<file path="src/rtl/frac_nco_pkg.sv">
package frac_nco_pkg;
   localparam int unsigned NCO_MIN_W = 4;
   localparam int unsigned NCO_MAX_W = 48;

   function automatic bit nco_width_ok(input int unsigned w);
      return (w >= NCO_MIN_W) && (w <= NCO_MAX_W);
   endfunction
endpackage

</file>
<file path="src/rtl/nco_step_reg.sv">
module nco_step_reg #(
   parameter int unsigned W         = 16,
   parameter longint unsigned INIT  = 0
) (
   input  logic         clk,
   input  logic         rst,
   input  logic         load_i,
   input  logic [W-1:0] step_i,
   output logic [W-1:0] step_o
);
   localparam logic [W-1:0] INIT_V = W'(INIT);

   logic armed;

   always_ff @(posedge clk) begin
      if (rst) begin
         step_o <= INIT_V;
         armed  <= 1'b0;
      end else begin
         armed <= 1'b1;
         if (load_i) step_o <= step_i;
      end
   end

   // a strobe captures the input; without a strobe the step holds
   assert_load_capture_R6: assert property (@(posedge clk) disable iff (rst)
      (armed && $past(load_i)) |-> (step_o == $past(step_i)));
   assert_step_holds_R6: assert property (@(posedge clk) disable iff (rst)
      (armed && !$past(load_i)) |-> $stable(step_o));
endmodule

</file>
<file path="src/rtl/nco_phase_acc.sv">
module nco_phase_acc #(
   parameter int unsigned W = 16
) (
   input  logic         clk,
   input  logic         rst,
   input  logic [W-1:0] step_i,
   output logic [W-1:0] phase_o,
   output logic         carry_o
);
   logic [W:0] sum_w;
   logic       armed;

   assign sum_w = {1'b0, phase_o} + {1'b0, step_i};

   always_ff @(posedge clk) begin
      if (rst) begin
         phase_o <= '0;
         carry_o <= 1'b0;
         armed   <= 1'b0;
      end else begin
         phase_o <= sum_w[W-1:0];
         carry_o <= sum_w[W];
         armed   <= 1'b1;
      end
   end

   // a carry is flagged exactly when the phase moved backwards
   assert_carry_on_wrap_R3: assert property (@(posedge clk) disable iff (rst)
      armed |-> (carry_o == (phase_o < $past(phase_o))));
   // a zero step freezes the phase and produces no carry
   assert_zero_step_idle_R9: assert property (@(posedge clk) disable iff (rst)
      (armed && ($past(step_i) == '0)) |-> ($stable(phase_o) && !carry_o));
   // reset leaves a cleared phase and no carry
   assert_reset_clear_R8: assert property (@(posedge clk)
      rst |=> ((phase_o == '0) && !carry_o));
endmodule

</file>
<file path="src/rtl/nco_out_stage.sv">
module nco_out_stage #(
   parameter int unsigned W       = 16,
   parameter bit          RETIME  = 1'b0
) (
   input  logic         clk,
   input  logic         rst,
   input  logic [W-1:0] phase_i,
   input  logic         carry_i,
   output logic         square_o,
   output logic         tick_o
);
   localparam int unsigned MSB = W - 1;

   assign tick_o = carry_i;

   generate
      if (RETIME) begin : g_retimed
         logic sq_q;
         always_ff @(posedge clk) begin
            if (rst) sq_q <= 1'b0;
            else     sq_q <= phase_i[MSB];
         end
         assign square_o = sq_q;
      end else begin : g_direct
         assign square_o = phase_i[MSB];
      end
   endgenerate
endmodule

</file>
<file path="src/rtl/frac_rate_nco.sv">
module frac_rate_nco
   import frac_nco_pkg::*;
#(
   parameter int unsigned     ACC_W         = 16,
   parameter longint unsigned INIT_STEP     = 0,
   parameter bit              RETIME_SQUARE = 1'b0
) (
   input  logic             clk,
   input  logic             rst,
   input  logic             step_load,
   input  logic [ACC_W-1:0] step_value,
   output logic             rate_square,
   output logic             rate_tick
);
   localparam int unsigned TOP = ACC_W - 1;

   generate
      if (!nco_width_ok(ACC_W)) begin : g_bad_width
         $error("frac_rate_nco: ACC_W outside supported range");
      end
      if (INIT_STEP >= (64'd1 << ACC_W)) begin : g_bad_init
         $error("frac_rate_nco: INIT_STEP does not fit in ACC_W bits");
      end
   endgenerate

   logic [ACC_W-1:0] step_q;
   logic [ACC_W-1:0] phase;
   logic             carry;
   logic             armed;

   nco_step_reg #(.W(ACC_W), .INIT(INIT_STEP)) u_step (
      .clk    (clk),
      .rst    (rst),
      .load_i (step_load),
      .step_i (step_value),
      .step_o (step_q)
   );

   nco_phase_acc #(.W(ACC_W)) u_acc (
      .clk     (clk),
      .rst     (rst),
      .step_i  (step_q),
      .phase_o (phase),
      .carry_o (carry)
   );

   nco_out_stage #(.W(ACC_W), .RETIME(RETIME_SQUARE)) u_out (
      .clk      (clk),
      .rst      (rst),
      .phase_i  (phase),
      .carry_i  (carry),
      .square_o (rate_square),
      .tick_o   (rate_tick)
   );

   always_ff @(posedge clk) begin
      if (rst) armed <= 1'b0;
      else     armed <= 1'b1;
   end

   // the top phase bit can only drop through a wrap
   assert_fall_has_tick_R3: assert property (@(posedge clk) disable iff (rst)
      (armed && $past(phase[TOP]) && !phase[TOP]) |-> rate_tick);
   // a zero step keeps the top bit fixed
   assert_zero_step_static_R9: assert property (@(posedge clk) disable iff (rst)
      (armed && ($past(step_q) == '0)) |-> $stable(phase[TOP]));
endmodule

</file>
<file path="config.mk">
export PLATFORM = sky130hd
export DESIGN_NAME = frac_rate_nco
export DESIGN_NICKNAME = d
export VERILOG_FILES = /design/src/rtl/frac_nco_pkg.sv /design/src/rtl/nco_step_reg.sv /design/src/rtl/nco_phase_acc.sv /design/src/rtl/nco_out_stage.sv /design/src/rtl/frac_rate_nco.sv
export SDC_FILE = /design/constraint.sdc
export NUM_CORES = 1
export LEC_CHECK = 0
export BUFFER_PORTS_ARGS = -buffer_cell sky130_fd_sc_hd__buf_2
export CAP_MARGIN = 20
export CORE_ASPECT_RATIO = 0.9
export CORE_UTILIZATION = 50
export DETAILED_ROUTE_END_ITERATION = 10
export GPL_TIMING_DRIVEN = 0
export PLACE_DENSITY = 0.78
export SKIP_CTS_REPAIR_TIMING = 1
export SLEW_MARGIN = 25
export SYNTH_ARGS = -nofsm -noshare
export SYNTH_HDL_FRONTEND = slang
export SYNTH_HIERARCHICAL = 1
export SYNTH_SLANG_ARGS = --single-unit
</file>
<file path="constraint.sdc">
create_clock -name clk -period 2.57 [get_ports clk]
set_clock_uncertainty 0.2 [all_clocks]
set_input_delay 0.257 -clock clk [delete_from_list [all_inputs] [get_ports clk]]
set_output_delay 0.257 -clock clk [all_outputs]
set_load 0.02 [all_outputs]
</file>
==> impl_metrics.csv <==
group,metric,value,unit
global_routing,antenna_found_initial,0,
place,dp_hpwl,2.44,mm
finish,seqCellArea,661,sq um
sta,rsz0062_at_grt,"false",
finish,final_nets,247,
sta,min_period,2.43,ns
die,start_util,52.8,%
finish,drive_gt1_share,21.2,%
hold_path,worstHoldStart,"step_value[9]",
worst_setup_path,worstPathArrival,2.41,ns
place,place_area,1950,sq um
finish,multi_input_area,1050,sq um
worst_setup_path,r2r_end,"u_acc/phase_o[12]$_SDFF_PP0_",
detailed_routing,vias,1328,
worst_setup_path,worstPathMaxFanout,5,
yosys,synth-seq-cells,33,
finish,fillers,309,
yosys,yosysMostFrequentCell,"dfxtp_1",
clock_tree,cts_tree,"built",
sta,slew_viol_final,0,
yosys,synth_common_cells,"dfxtp_1 (33), nor2_1 (31), ha_1 (16), mux2i_1 (16)",
place,dp_cells,245,
outcome,outcome,"complete, no violations",
power_and_ir_drop,p_int,878,uW
finish,n_antenna_cell,0,
yosys,syn_inst,182,
clock_tree,root_buffer,"clkbuf_8",
clock_tree,clk_pin_slew,0.07,ns
die,coreArea,3400,sq um
hold_path,min_to,"u_step/step_o[9]$_SDFFE_PP0P_",
place,port_buffers,19,
global_routing,grt_max_degree,11,
power_and_ir_drop,p_sw,351,uW
detailed_routing,routed_wl,3.34,mm
job,drv_cap,0,
power_and_ir_drop,power_frac_seq,47.1,%
detailed_routing,drc,0,
yosys,syn_nets,218,
worst_setup_path,regToRegSetupSlack,0.14,ns
worst_setup_path,r2r-start,"u_step/step_o[0]$_SDFFE_PP0P_",
clock_tree,cts_buffers,5,
sta,slew_headroom,67.5,%
global_routing,grt_overflow,0,
worst_setup_path,reg2reg_depth,7,
die,die_area,3840,sq um
yosys,yosysSeqAreaShare,36.8,%
worst_setup_path,cp-startpoint,"u_step/step_o[0]$_SDFFE_PP0P_",
worst_setup_path,worstSetupPathType,"reg2reg",
global_routing,first_global_vias,1247,
power_and_ir_drop,powerDensity,599,nW/um^2
sta,setup_viol,0,
clock_tree,clk_latency,0.29,ns
power_and_ir_drop,clockPowerShare,30.3,%
detailed_routing,vias_per_cell,5.19,
finish,stdcell_count,256,
yosys,netlist.area_leader.share,36.8,%
place,post-place-ws,0.0569,ns
detailed_routing,drt-initial-drc-count,80,
sta,setup_tns,0,ns
power_and_ir_drop,power.leakage,0.987,nW
worst_setup_path,start_kind,"flop",
sta,finalHoldViolCount,0,
clock_tree,htreeDepth,2,
die,die_h,58.9,microns
power_and_ir_drop,vdd_drop_max,0.386,mV
yosys,ys_async_sr_fraction,0,%
yosys,syn_area_per_cell,9.87,sq um
clock_tree,clock-sinks,33,
yosys,ys.flop_type,"dfxtp_1",
yosys,ys_warn_count,6,
die,rows,20,
hold_path,min_path_cells,3,
sta,worst_pin_slew,0.488,ns
yosys,ys_types,41,
worst_setup_path,endpoint_kind,"flop",
power_and_ir_drop,p_sw_share,28.6,%
sta,fin_ws,0.138,ns
die,io_pins,21,
place,gp_congestion,0.796,
power_and_ir_drop,pwr-share-comb,22.6,%
hold_path,hold_path_class,"in2reg",
yosys,netlist_area,1800,sq um
sta,fmax,0.411,GHz
yosys,yosys.area.top_type,"dfxtp_1",
finish,final_cell_area,2050,sq um
global_routing,grt_first_pass_wirelength,5.60,mm
clock_tree,cts.path.max_buffers,2,
yosys,synth_edf_count,0,
detailed_routing,wire_per_inst,13.0,microns
finish,fin_util,60.3,%
yosys,synth_area_leaders,"dfxtp_1 (37%), ha_1 (11%), mux2i_1 (8.9%), nor2_1 (6.5%), a21o_1 (3.3%)",
global_routing,grt_use_total,19.8,%
detailed_routing,postRouteAntennaNets,0,
worst_setup_path,cp_data_required_time,2.55,ns
die,fp.dieW,65.2,microns
sta,fin_crit_sh,94.6,%
finish,syn2layout_area_growth,14.2,%
detailed_routing,drt_first_pass_iters,4,
==> stage by stage <==
step | hold slack (ns) | total power, mW
6_report | 0.00398 | 1.23
5_1_grt | 0.0117 | 1.29
4_1_cts | 0.00184 | 1.23
3_5_place_dp | 0.292 | 0.861
3_3_place_gp | 0.288 | 0.852
2_1_floorplan | 0.204 | 0.801
==> layout make-up <==
| class | count | area share (%) |
|---|---|---|
| sequential | 33 | 32.2 |
| clock buffer | 8 | 3.90 |
| multi-input combinational | 137 | 51.3 |
| timing repair buffer | 22 | 5.73 |
| inverter | 3 | 0.549 |
| buffer | 9 | 3.60 |
| tap | 44 | 2.68 |
==> metal layers <==
layer,share of wire [%],vias to the layer above,track usage [%]
li1,-,698,-
met2,44,20,29.9
met5,0,-,0
met3,3.9,7,4.84
met1,50,603,25.8
met4,1.8,0,11.2
==> worst max-delay path: stages (launching register included) <==
cell and delay [ns]:
dfxtp_1 0.32, ha_1 0.24, fa_2 0.36, a21o_1 0.23, a221oi_4 0.38, o21ai_2 0.11, a21oi_2 0.16, mux2_1 0.32
==> cell families (layout without fill, tap and decap cells) <==
| kind of cell | count (synthesis) | count (layout) | synth area share (%) |
|---|---|---|---|
| AO/OA/AOI/OAI | 38 | 38 | 16.7 |
| XOR/XNOR | 10 | 10 | 4.87 |
| adder cells (fa/ha/maj) | 17 | 17 | 12.3 |
| buffers and inverters | 12 | 42 | 4.73 |
| flip-flops | 33 | 33 | 36.8 |
| multiplexers | 19 | 19 | 10.8 |
| AND/OR/NAND/NOR | 53 | 53 | 13.9 |
==> how the worst max path moves through the flow <==
| stage | end | cells past startpoint |
|---|---|---|
| CTS | u_acc/phase_o[12]$_SDFF_PP0_ | 7 |
| detailed placement | u_acc/phase_o[12]$_SDFF_PP0_ | 7 |
| global route | u_acc/phase_o[12]$_SDFF_PP0_ | 7 |
| floorplan | u_acc/phase_o[12]$_SDFF_PP0_ | 7 |
| global placement | u_acc/phase_o[12]$_SDFF_PP0_ | 7 |
| finish | u_acc/phase_o[12]$_SDFF_PP0_ | 7 |
==> state kept, by name, summed over array words and instances (netlist names) <==
| signal | cells |
|---|---|
| u_acc/carry_o | 1 |
| u_step/step_o | 16 |
| u_acc/phase_o | 16 |
==> cell usage in the layout, fill, tap and decap left out, types with 2 or more instances in the layout <==
cell type / n
nand3_1: 5
ha_1: 16
buf_2: 20
mux2_1: 3
and3_1: 2
o21ai_1: 2
o211ai_1: 2
nor2_1: 31
o21ai_0: 2
clkbuf_8: 5
nand2_1: 5
clkbuf_1: 4
inv_1: 3
nand2b_1: 2
buf_4: 5
buf_6: 2
buf_1: 2
mux2i_1: 16
xor2_1: 4
dfxtp_1: 33
o31ai_1: 2
a21o_1: 8
a21oi_1: 8
o21ai_2: 2
xnor2_1: 6
o21a_1: 2
nor2b_1: 5
==> power groups by stage <==
stage / registers [mW] / logic [mW] / clock network, mW
floorplan: 0.584 / 0.217 / 0
global placement: 0.588 / 0.265 / 0
detailed placement: 0.590 / 0.271 / 0
CTS: 0.579 / 0.274 / 0.381
global route: 0.583 / 0.312 / 0.400
finish: 0.579 / 0.278 / 0.373
(Power assumes the default switching activity.)
